==> config.mk <==
export PLATFORM = sky130hd
export DESIGN_NAME = spi_irq_unit
export DESIGN_NICKNAME = d
export VERILOG_FILES = /design/src/rtl/spi_irq_pkg.sv /design/src/rtl/spi_irq_sticky.sv /design/src/rtl/spi_irq_live.sv /design/src/rtl/spi_irq_regs.sv /design/src/rtl/spi_irq_unit.sv
export SDC_FILE = /design/constraint.sdc
export NUM_CORES = 1
export LEC_CHECK = 0
export BUFFER_PORTS_ARGS = -buffer_cell sky130_fd_sc_hd__buf_2
export CAP_MARGIN = 10
export CORE_MARGIN = 4
export CORE_UTILIZATION = 49
export CTS_BUF_LIST = sky130_fd_sc_hd__clkbuf_16
export CTS_CLUSTER_SIZE = 24
export DETAILED_ROUTE_END_ITERATION = 6
export MAX_ROUTING_LAYER = met4
export PLACE_DENSITY = 0.86
export SKIP_CTS_REPAIR_TIMING = 1
export SYNTH_ARGS = -nofsm -noshare
export SYNTH_HDL_FRONTEND = slang
export SYNTH_HIERARCHICAL = 1
export SYNTH_SLANG_ARGS = --single-unit
==> constraint.sdc <==
create_clock -name clk -period 3.8 [get_ports clk]
set_input_delay 0.57 -clock clk [delete_from_list [all_inputs] [get_ports clk]]
set_output_delay 0.57 -clock clk [all_outputs]
set_load 0.02 [all_outputs]
==> src/rtl/spi_irq_pkg.sv <==
package spi_irq_pkg;

    localparam int ST_W = 7;
    localparam int NSTICKY = 3;

    // Status bit positions
    localparam int B_TXUF   = 6;
    localparam int B_RXFULL = 5;
    localparam int B_RXTHR  = 4;
    localparam int B_TXFULL = 3;
    localparam int B_TXTHR  = 2;
    localparam int B_MODEF  = 1;
    localparam int B_RXOVF  = 0;

    typedef enum logic [2:0] {
        A_STATUS   = 3'd0,
        A_MASK_SET = 3'd1,
        A_MASK_CLR = 3'd2,
        A_MASK     = 3'd3,
        A_TX_THR   = 3'd4,
        A_RX_THR   = 3'd5
    } reg_addr_e;

    typedef struct packed {
        logic tx_underflow;
        logic mode_fail;
        logic rx_overflow;
    } sticky_t;

    typedef struct packed {
        logic rx_full;
        logic rx_at_thr;
        logic tx_full;
        logic tx_below_thr;
    } live_t;

    function automatic logic [ST_W-1:0] pack_status(sticky_t s, live_t l);
        logic [ST_W-1:0] w;
        w = '0;
        w[B_TXUF]   = s.tx_underflow;
        w[B_RXFULL] = l.rx_full;
        w[B_RXTHR]  = l.rx_at_thr;
        w[B_TXFULL] = l.tx_full;
        w[B_TXTHR]  = l.tx_below_thr;
        w[B_MODEF]  = s.mode_fail;
        w[B_RXOVF]  = s.rx_overflow;
        return w;
    endfunction

    function automatic sticky_t sticky_sel(logic [ST_W-1:0] w);
        sticky_t s;
        s.tx_underflow = w[B_TXUF];
        s.mode_fail    = w[B_MODEF];
        s.rx_overflow  = w[B_RXOVF];
        return s;
    endfunction

endpackage

==> src/rtl/spi_irq_sticky.sv <==
module spi_irq_sticky #(
    parameter int N = 3
) (
    input  logic         clk,
    input  logic         rst,
    input  logic [N-1:0] ev_i,
    input  logic [N-1:0] clr_i,
    output logic [N-1:0] q_o
);

    generate
        for (genvar i = 0; i < N; i++) begin : g_bit
            logic q;

            always_ff @(posedge clk) begin
                if (rst)
                    q <= 1'b0;
                else if (ev_i[i])
                    q <= 1'b1;
                else if (clr_i[i])
                    q <= 1'b0;
            end

            assign q_o[i] = q;

            // the event takes priority over a same-cycle clear
            assert_event_wins_R10: assert property (@(posedge clk) disable iff (rst)
                (ev_i[i] && clr_i[i]) |=> q_o[i]);

            // once set, the bit holds unless a clear arrives
            assert_sticky_hold_R2: assert property (@(posedge clk) disable iff (rst)
                (q_o[i] && !clr_i[i]) |=> q_o[i]);

            // the bit never rises without an event
            assert_no_spurious_R2: assert property (@(posedge clk) disable iff (rst)
                (!q_o[i] && !ev_i[i]) |=> !q_o[i]);
        end
    endgenerate

endmodule

==> src/rtl/spi_irq_live.sv <==
module spi_irq_live
    import spi_irq_pkg::*;
#(
    parameter int CNT_W = 6
) (
    input  logic [CNT_W-1:0] tx_count,
    input  logic [CNT_W-1:0] rx_count,
    input  logic [CNT_W-1:0] tx_thr,
    input  logic [CNT_W-1:0] rx_thr,
    input  logic             tx_full,
    input  logic             rx_full,
    output live_t            live_o
);

    always_comb begin
        live_o.rx_full      = rx_full;
        live_o.rx_at_thr    = (rx_count >= rx_thr);
        live_o.tx_full      = tx_full;
        live_o.tx_below_thr = (tx_count < tx_thr);
    end

endmodule

==> src/rtl/spi_irq_regs.sv <==
module spi_irq_regs
    import spi_irq_pkg::*;
#(
    parameter int CNT_W = 6
) (
    input  logic             clk,
    input  logic             rst,
    input  logic             wr,
    input  logic [2:0]       addr,
    input  logic [31:0]      wdata,
    input  logic [ST_W-1:0]  status,
    output logic [ST_W-1:0]  mask_o,
    output logic [CNT_W-1:0] tx_thr_o,
    output logic [CNT_W-1:0] rx_thr_o,
    output sticky_t          clr_o,
    output logic [31:0]      rdata_o
);

    logic [ST_W-1:0]  mask_q;
    logic [CNT_W-1:0] tx_thr_q;
    logic [CNT_W-1:0] rx_thr_q;
    logic             unused_hi;

    assign unused_hi = ^wdata[31:ST_W];

    always_ff @(posedge clk) begin
        if (rst) begin
            mask_q   <= '0;
            tx_thr_q <= CNT_W'(1);
            rx_thr_q <= CNT_W'(1);
        end else if (wr) begin
            case (addr)
                A_MASK_SET: mask_q   <= mask_q | wdata[ST_W-1:0];
                A_MASK_CLR: mask_q   <= mask_q & ~wdata[ST_W-1:0];
                A_TX_THR:   tx_thr_q <= wdata[CNT_W-1:0];
                A_RX_THR:   rx_thr_q <= wdata[CNT_W-1:0];
                default:    ;
            endcase
        end
    end

    always_comb begin
        if (wr && addr == A_STATUS)
            clr_o = sticky_sel(wdata[ST_W-1:0]);
        else
            clr_o = '0;
    end

    always_comb begin
        rdata_o = '0;
        case (addr)
            A_STATUS: rdata_o[ST_W-1:0]  = status;
            A_MASK:   rdata_o[ST_W-1:0]  = mask_q;
            A_TX_THR: rdata_o[CNT_W-1:0] = tx_thr_q;
            A_RX_THR: rdata_o[CNT_W-1:0] = rx_thr_q;
            default:  rdata_o = '0;
        endcase
    end

    assign mask_o   = mask_q;
    assign tx_thr_o = tx_thr_q;
    assign rx_thr_o = rx_thr_q;

    assert_mask_set_R6: assert property (@(posedge clk) disable iff (rst)
        (wr && addr == A_MASK_SET) |=> ((mask_q & $past(wdata[ST_W-1:0])) == $past(wdata[ST_W-1:0])));

    assert_mask_clr_R6: assert property (@(posedge clk) disable iff (rst)
        (wr && addr == A_MASK_CLR) |=> ((mask_q & $past(wdata[ST_W-1:0])) == '0));

    assert_mask_ignore_R6: assert property (@(posedge clk) disable iff (rst)
        (wr && addr == A_MASK) |=> $stable(mask_q));

    assert_reset_values_R9: assert property (@(posedge clk)
        rst |=> (mask_q == '0 && tx_thr_q == CNT_W'(1) && rx_thr_q == CNT_W'(1)));

endmodule

==> src/rtl/spi_irq_unit.sv <==
module spi_irq_unit
    import spi_irq_pkg::*;
#(
    parameter int FIFO_DEPTH = 32,
    localparam int CNT_W = $clog2(FIFO_DEPTH + 1)
) (
    input  logic             clk,
    input  logic             rst,
    input  logic             reg_wr,
    input  logic [2:0]       reg_addr,
    input  logic [31:0]      reg_wdata,
    output logic [31:0]      reg_rdata,
    input  logic [CNT_W-1:0] tx_count,
    input  logic [CNT_W-1:0] rx_count,
    input  logic             tx_full,
    input  logic             rx_full,
    input  logic             ev_tx_underflow,
    input  logic             ev_mode_fail,
    input  logic             ev_rx_overflow,
    output logic             irq
);

    sticky_t          ev_vec;
    sticky_t          clr_vec;
    sticky_t          st_q;
    live_t            live;
    logic [ST_W-1:0]  status;
    logic [ST_W-1:0]  mask;
    logic [CNT_W-1:0] tx_thr;
    logic [CNT_W-1:0] rx_thr;
    logic [NSTICKY-1:0] st_bits;

    assign ev_vec.tx_underflow = ev_tx_underflow;
    assign ev_vec.mode_fail    = ev_mode_fail;
    assign ev_vec.rx_overflow  = ev_rx_overflow;

    spi_irq_sticky #(.N(NSTICKY)) u_sticky (
        .clk   (clk),
        .rst   (rst),
        .ev_i  (ev_vec),
        .clr_i (clr_vec),
        .q_o   (st_bits)
    );

    assign st_q = sticky_t'(st_bits);

    spi_irq_live #(.CNT_W(CNT_W)) u_live (
        .tx_count (tx_count),
        .rx_count (rx_count),
        .tx_thr   (tx_thr),
        .rx_thr   (rx_thr),
        .tx_full  (tx_full),
        .rx_full  (rx_full),
        .live_o   (live)
    );

    assign status = pack_status(st_q, live);

    spi_irq_regs #(.CNT_W(CNT_W)) u_regs (
        .clk      (clk),
        .rst      (rst),
        .wr       (reg_wr),
        .addr     (reg_addr),
        .wdata    (reg_wdata),
        .status   (status),
        .mask_o   (mask),
        .tx_thr_o (tx_thr),
        .rx_thr_o (rx_thr),
        .clr_o    (clr_vec),
        .rdata_o  (reg_rdata)
    );

    always_ff @(posedge clk) begin
        if (rst)
            irq <= 1'b0;
        else
            irq <= |(mask & status);
    end

    assert_irq_rise_R8: assert property (@(posedge clk) disable iff (rst)
        (|(mask & status)) |=> irq);

    assert_irq_fall_R8: assert property (@(posedge clk) disable iff (rst)
        !(|(mask & status)) |=> !irq);

    assert_rdata_width_R7: assert property (@(posedge clk) disable iff (rst)
        (reg_addr == A_STATUS || reg_addr == A_MASK) |-> (reg_rdata[31:ST_W] == '0));

    assert_rdata_zero_R7: assert property (@(posedge clk) disable iff (rst)
        (reg_addr == A_MASK_SET || reg_addr == A_MASK_CLR) |-> (reg_rdata == '0));

endmodule

# [Word-level counts from Yosys, hierarchy flattened]
# Cells that the tools add are included.
[word_totals] register_bits=23 output_inout_bits=33 elab_cells=38
[classes] order_cmp=2 n_eq_ne=5 n_mux=10 n_bitwise=4 reduce_logical=10
[ops] operator="one-hot mux 6 bit (4 select lines)" count=1
[ops] operator="AND 7 bit" count=2
[ops] operator="one-hot mux 7 bit (2 select lines)" count=1
[ops] operator="nonzero test 2 bit" count=4
[ops] operator="NOT 7 bit" count=1
[ops] operator="OR 7 bit" count=1
[ops] operator="OR reduction 7 bit" count=1
[ops] operator="equality test 3 x 2 -> 1 bit, second input constant" count=2
[ops] operator="equality test 3 bit, second input constant" count=2
[ops] operator=">= comparator 6 bit" count=1
[ops] operator="less-than comparator 6 bit" count=1
[ops] operator="2-to-1 mux 1 bit" count=6
[ops] operator="AND reduction 2 bit" count=3
[ops] operator="equality test 3 x 1 -> 1 bit, second input constant" count=1
[ops] operator="zero test 3 bit" count=1
[ops] operator="2-to-1 mux 3 bit" count=1
[ops] operator="one-hot mux 1 bit (2 select lines)" count=1
[ops] operator="logical AND 1 bit" count=1

# [Logic depth before layout (Yosys ltp)]
# Gate-level depths: netlist of the first run.
[depth] depth_word=5 depth_mapped=7 mapped_depth_nobuf=7

# [By module]
# The synthesis of the first run kept the hierarchy.
[modules_own_cells] mod="spi_irq_regs" n_inst=1 cells_each=136 area_each_um2=1241.2 seq_area_each_um2=380.4
[modules_own_cells] mod="spi_irq_live" n_inst=1 cells_each=38 area_each_um2=276.5 seq_area_each_um2=0.0
[modules_own_cells] mod="spi_irq_sticky" n_inst=1 cells_each=15 area_each_um2=127.6 seq_area_each_um2=60.1
[modules_own_cells] mod="spi_irq_unit" n_inst=1 cells_each=5 area_each_um2=51.3 seq_area_each_um2=20.0

# [Worst setup path after synthesis of the first run]
# OpenSTA, ideal clock, no wires.
[synth_path] path_type="input -> output" from="input port rx_count[0]" to="output port reg_rdata[4]" t_arrival_ns=1.677 required_time_ns=3.230 path_slack_ns=1.553 stages=7 path_cell_list="inv_1 ha_1 nand2b_1 a21oi_1 o221ai_1 a22oi_1 o22ai_1"
[synth_lines] item="from (decl)" line_no="spi_irq_unit.sv:14" text="input logic [CNT_W-1:0] rx_count,"
[synth_lines] item="to (decl)" line_no="spi_irq_unit.sv:12" text="output logic [31:0] reg_rdata,"

==> results of run 1 <==
==> layer usage <==
metal | vias to the layer above | GRT usage
met5 | - | -
met3 | 8 | 0.0304
li1 | 675 | -
met1 | 625 | 0.190
met4 | 0 | 0.0914
met2 | 74 | 0.272
==> layout by cell type, fill, tap and decap left out, types with 2 or more instances in the layout <==
cell type	n
dfxtp_1	23
nand2_1	2
ha_1	11
a22oi_1	8
mux2i_1	15
a211oi_2	7
conb_1	25
a21oi_1	11
o21a_1	7
and3_1	3
nand2b_1	6
nor3_1	2
o22ai_1	5
inv_1	16
clkbuf_16	3
buf_2	37
nor2_1	20
nand4_1	2
==> worst max path at each step <==
stage | endpoint | slack [ns] | start
floorplan | reg_rdata[4] | 1.55 | rx_count[0]
global placement | reg_rdata[4] | 1.31 | rx_count[0]
detailed placement | reg_rdata[4] | 1.28 | rx_count[0]
CTS | reg_rdata[4] | 1.27 | rx_count[0]
global route | reg_rdata[4] | 1.18 | rx_count[0]
finish | reg_rdata[4] | 1.27 | rx_count[0]
==> per-stage QoR <==
stage | hold WS [ns] | cell area [um^2] | total power (uW) | worst slack [ns]
after global placement | 0.482 | 1730 | 374 | 1.31
final | 0.502 | 1810 | 601 | 1.27
after global routing | 0.523 | 1810 | 627 | 1.18
after floorplan | 0.444 | 1790 | 370 | 1.55
after detailed placement | 0.491 | 1730 | 378 | 1.28
after CTS | 0.499 | 1810 | 601 | 1.27
==> report_power, final <==
group / switching [uW] / internal, uW
clock: 85.2 / 141
sequential: 6.73 / 249
combinational: 76.5 / 42.6
total: 168 / 432
==> critical path, cell delays in order <==
cell and delay [ns]:
buf_2 0.07, inv_1 0.03, ha_1 0.26, nand2b_1 0.14, a21oi_1 0.16, o221ai_1 0.21
a22oi_1 0.24, o22ai_1 0.11, buf_2 0.17
==> cells by family (layout without fill, tap and decap cells) <==
kind of cell / count (synthesis) / after routing / share of synthesized area
xor+xnor: 1 / 1 / 0.00516
compound gates: 44 / 44 / 0.198
flops: 23 / 23 / 0.271
simple gates: 43 / 43 / 0.136
buf+inv: 55 / 56 / 0.211
other cells: 1 / 25 / 0.00221
mux: 16 / 16 / 0.0951
fa+ha+maj: 11 / 11 / 0.0811
==> area by class of cell <==
type / instances / area, um^2
Timing Repair Buffer: 37 / 185
Inverter: 15 / 56.3
Clock buffer: 3 / 75.1
Clock inverter: 1 / 3.75
Fill cell: 322 / 1530
Multi-Input combinational cell: 140 / 968
Tap cell: 46 / 57.6
Sequential cell: 23 / 460
==> results.py, run 1 <==
metrics = {
    "status": {
        "status": "finished, final reports clean",
    },
    "detailed_routing": {
        "vias": 1382,
        "drc": 0,
        "wl_met1_um": 1460,
        "wl_per_cell_um": 13.6,
        "drt_pass1_iterations": 4,
        "routed.top_layer": "met4",
        "wl_met3_um": 315,
        "routed_via_density": 5.22,
        "wirelength_um": 3610,
        "dr_wl_met2_um": 1740,
        "ant_nets": 0,
        "drtIter0Drc": 108,
    },
    "clock_network": {
        "numCtsBuffers": 3,
        "clk_pin_slew_ns": 0.06,
        "clock_latency_ns": 0.26,
        "htreeDepth": 1,
        "root_buffer": "clkbuf_16",
        "clockBufferDepth": 2,
        "cts.sinks": 23,
        "cts_tree": "built",
    },
    "yosys": {
        "yosysMostFrequentCell": "buf_4",
        "synth-edff-count": 0,
        "synth_top_area_share": 0.271,
        "yosysTopAreaCell": "dfxtp_1",
        "async_flop_share": 0,
        "yosys_warnings": 6,
        "synth_common_cells": "buf_4, dfxtp_1, nor2_1, inv_1, mux2i_1",
        "syn_inst": 194,
        "synthesis.area_um2": 1700,
        "ys_seq_area_frac": 0.271,
        "synth_ff_type": "dfxtp_1",
        "ys_ff_latch": 23,
        "synth.area.top_cells": "dfxtp_1, buf_4, mux2i_1, ha_1, a211oi_2",
        "synth_cell_types": 36,
        "avgSynthCellArea_um2": 8.75,
    },
    "die": {
        "num_rows": 21,
        "die_area_um2": 4470,
        "die_w_um": 66.8,
        "core_area_um2": 3340,
        "start_util": 0.508,
        "die_h_um": 66.8,
        "pin_count": 88,
    },
    "sta": {
        "fin_crit_sh": 0.666,
        "skew_ns": 0.00105,
        "worst_pin_slew_ns": 0.501,
        "hold_viol_final": 0,
        "rsz0062_at_grt": "no",
        "finalSetupViolCount": 0,
        "max_freq_mhz": 395,
        "min_period_ns": 2.53,
        "drv_slew": 0,
        "relSlewSlack": 0.666,
        "fin_tns_setup_ns": 0,
    },
    "grt": {
        "grt_pass1_vias": 1285,
        "grt_usage": 0.166,
        "antenna_found_initial": 0,
        "grt_remaining_overflow": 0,
        "grt_max_degree": 26,
        "grt_pass1_wl_um": 5400,
    },
    "placed_design": {
        "dp_cells": 261,
        "io_buffers": 37,
        "finalWeightedCongestion": 0.849,
        "dpl.hpwl_um": 2820,
    },
    "finish": {
        "drive_above_1_share": 0.233,
        "post-route-util": 0.541,
        "antenna_cells": 0,
        "fin_nets": 286,
        "area_growth_pct": 6.49,
        "stdcell_count": 265,
    },
    "worst_setup_path": {
        "endpoint_kind": "output pin",
        "worstPathRequired_ns": 3.23,
        "cp_max_fo": 2,
        "critPathKind": "in2out",
        "ff2ff_path_depth": 6,
        "cp_data_arrival_time_ns": 1.96,
        "r2r_slack_ns": 2.26,
        "reg2reg_from": "u_regs/rx_thr_o[0]$_SDFFE_PP1P_",
        "worstReg2RegEnd": "irq$_SDFF_PP0_",
        "worst_setup_path_start_kind": "input pin",
    },
    "pwr": {
        "p_leak_uw": 0.000835,
        "power_density_nw_per_um2": 332,
        "peakVddDrop_mv": 0.223,
    },
    "min_path": {
        "hold_path.class": "reg2reg",
        "hp-start": "u_sticky/g_bit[2].q$_SDFFE_PP0P_",
        "min_path_cells": 2,
        "whs_endpoint": "u_sticky/g_bit[2].q$_SDFFE_PP0P_",
    },
    "job": {
        "timing.max_cap.violations": 0,
    },
}
Power figures use the tool's default switching activity.
==> run 2: changes to the inputs <==
--- a/config.mk
+++ b/config.mk
@@ -8,12 +8,12 @@
 export BUFFER_PORTS_ARGS = -buffer_cell sky130_fd_sc_hd__buf_2
 export CAP_MARGIN = 10
 export CORE_MARGIN = 4
-export CORE_UTILIZATION = 49
+export CORE_UTILIZATION = 41
 export CTS_BUF_LIST = sky130_fd_sc_hd__clkbuf_16
 export CTS_CLUSTER_SIZE = 24
 export DETAILED_ROUTE_END_ITERATION = 6
 export MAX_ROUTING_LAYER = met4
-export PLACE_DENSITY = 0.86
+export PLACE_DENSITY = 0.76
 export SKIP_CTS_REPAIR_TIMING = 1
 export SYNTH_ARGS = -nofsm -noshare
 export SYNTH_HDL_FRONTEND = slang
==> constraint.sdc (replaced) <==
create_clock -name clk -period 2.3 [get_ports clk]
set_input_delay 0.345 -clock clk [delete_from_list [all_inputs] [get_ports clk]]
set_output_delay 0.345 -clock clk [all_outputs]
set_load 0.02 [all_outputs]
==> run 2 against run 1 <==
Non-clock buffer count is the same. Clock-buffer cell count is the same. Die area grew 17%. Routed wire length shrank 1.6%. Worst hold slack lost 0.18 ns. Register-to-register slack lost 1.5 ns. Sequential cell count is the same. Critical endpoint unchanged. Final cell count grew 1.5%. Clock power grew 63%. Critical path type is now reg2out. Via count shrank 2.7%. Setup slack lost 1.1 ns.
==> results.py, run 2 (same netlist as run 1, synthesis figures left out) <==
metrics = {
    "min_path": {
        "hold_path.class": "in2reg",
    },
    "detailed_routing": {
        "drtIter0Drc": 74,
        "routed_via_density": 5.00,
        "ant_nets": 0,
        "drt_pass1_iterations": 4,
        "wl_per_cell_um": 13.2,
        "vias": 1345,
        "wirelength_um": 3550,
        "drc": 0,
    },
    "grt": {
        "grt_remaining_overflow": 0,
        "grt_pass1_vias": 1253,
        "grt_usage": 0.145,
        "grt_pass1_wl_um": 5840,
        "grt_max_degree": 26,
        "antenna_found_initial": 0,
    },
    "sta": {
        "hold_viol_final": 0,
        "fin_tns_setup_ns": 0,
        "min_period_ns": 2.15,
        "relSlewSlack": 0.652,
        "drv_slew": 0,
        "skew_ns": 0.00230,
        "finalSetupViolCount": 0,
        "rsz0062_at_grt": "no",
        "max_freq_mhz": 465,
        "worst_pin_slew_ns": 0.523,
        "fin_crit_sh": 0.936,
    },
    "finish": {
        "fillers": 405,
        "fin_area_um2": 1820,
        "area_growth_pct": 7.08,
        "layout_common_cells": "buf_2, conb_1, dfxtp_1",
        "drive_above_1_share": 0.237,
        "final_common_cell": "buf_2",
        "antenna_cells": 0,
        "fin_nets": 286,
        "stdcell_count": 269,
    },
    "placed_design": {
        "io_buffers": 37,
        "finalWeightedCongestion": 0.801,
        "placed_area_um2": 1730,
        "dp_cells": 265,
        "dpl.hpwl_um": 2800,
    },
    "worst_setup_path": {
        "cp_data_arrival_time_ns": 1.81,
        "worstPathRequired_ns": 1.96,
        "worst_setup_path_start_kind": "register",
        "cpMaxStageDelayCell": "dfxtp_1",
        "worstPathCellList": "inv_1, ha_1, nand4_1, o221ai_1, a22oi_1, o22ai_1, buf_2",
        "slowest_delay_ns": 0.36,
        "cp_max_fo": 3,
        "critPathTopFamily": "compound AO/OA/AOI/OAI gates",
        "r2r_slack_ns": 0.76,
        "crit_buf_inv": 2,
        "endpoint_kind": "output pin",
        "critPathKind": "reg2out",
    },
    "die": {
        "start_util": 0.424,
        "core_area_um2": 4000,
        "die_h_um": 72.3,
        "num_rows": 23,
        "die_w_um": 72.3,
        "pin_count": 88,
        "die_area_um2": 5230,
    },
    "pwr": {
        "power_density_nw_per_um2": 542,
        "p_leak_uw": 0.000836,
        "peakVddDrop_mv": 0.213,
    },
    "clock_network": {
        "cts_tree": "built",
        "root_buffer": "clkbuf_16",
        "htreeDepth": 1,
        "clk_pin_slew_ns": 0.06,
        "clockBufferDepth": 2,
        "cts.sinks": 23,
        "numCtsBuffers": 3,
        "clock_latency_ns": 0.25,
    },
    "job": {
        "timing.max_cap.violations": 0,
    },
    "status": {
        "status": "finished, final reports clean",
    },
}
## run 2: cell count changes in the layout (fill, tap and decap cells not counted)
| cell | change |
|---|---|
| a22oi_1 | -1 |
| a22oi_2 | +1 |
## run 2: layout make-up
| class | instances | area (um^2) | share of cell area |
|---|---|---|---|
| clock buffers | 3 | 75.1 | 0.0413 |
| clock inverters | 1 | 3.75 | 0.00207 |
| inverters | 15 | 56.3 | 0.0310 |
| multi-input cells | 140 | 973 | 0.536 |
| flip-flops and latches | 23 | 460 | 0.253 |
| well taps | 50 | 62.6 | 0.0344 |
| repair buffers | 37 | 185 | 0.102 |
## run 2: metal layers
metal | GRT usage | vias up | part of all wire | wire, um
met3 | 0.0235 | 7 | 0.069 | 247
met1 | 0.198 | 614 | 0.45 | 1590
met4 | 0.0438 | 0 | 0.014 | 48
met5 | - | - | 0 | 0
li1 | - | 673 | - | -
met2 | 0.219 | 51 | 0.47 | 1670
## run 2: final timing paths
kind                               startpoint                                to  cells past startpoint
min                            ev_rx_overflow  u_sticky/g_bit[0].q$_SDFFE_PP0P_                      3
max reg2reg   u_regs/tx_thr_o[5]$_SDFFE_PP0P_                    irq$_SDFF_PP0_                      6
max           u_regs/rx_thr_o[5]$_SDFFE_PP0P_                      reg_rdata[4]                      7
min reg2reg  u_sticky/g_bit[2].q$_SDFFE_PP0P_  u_sticky/g_bit[2].q$_SDFFE_PP0P_                      2
## run 2: stage by stage
step	setup slack, ns	total power [uW]	utilization	hold slack [ns]
2_1_floorplan	0.503	611	-	0.414
3_3_place_gp	0.252	619	0.433	0.482
3_5_place_dp	0.258	624	0.433	0.490
4_1_cts	0.0998	990	0.453	0.320
5_1_grt	0.00902	1030	0.454	0.326
6_report	0.148	985	0.454	0.319
## run 2: power by group
group	leakage, uW	internal, uW	switching (uW)
combinational	0.000606	70.5	125
clock	0.0000423	232	136
sequential	0.000187	412	10.8
total	0.000836	714	271
## run 2: worst register-to-register path, stage by stage (launching register included)
cell and delay [ns]:
dfxtp_1 0.36, inv_1 0.05, ha_1 0.30, nand4_1 0.10, o221a_2 0.30, a22oi_1 0.19, a31oi_1 0.11
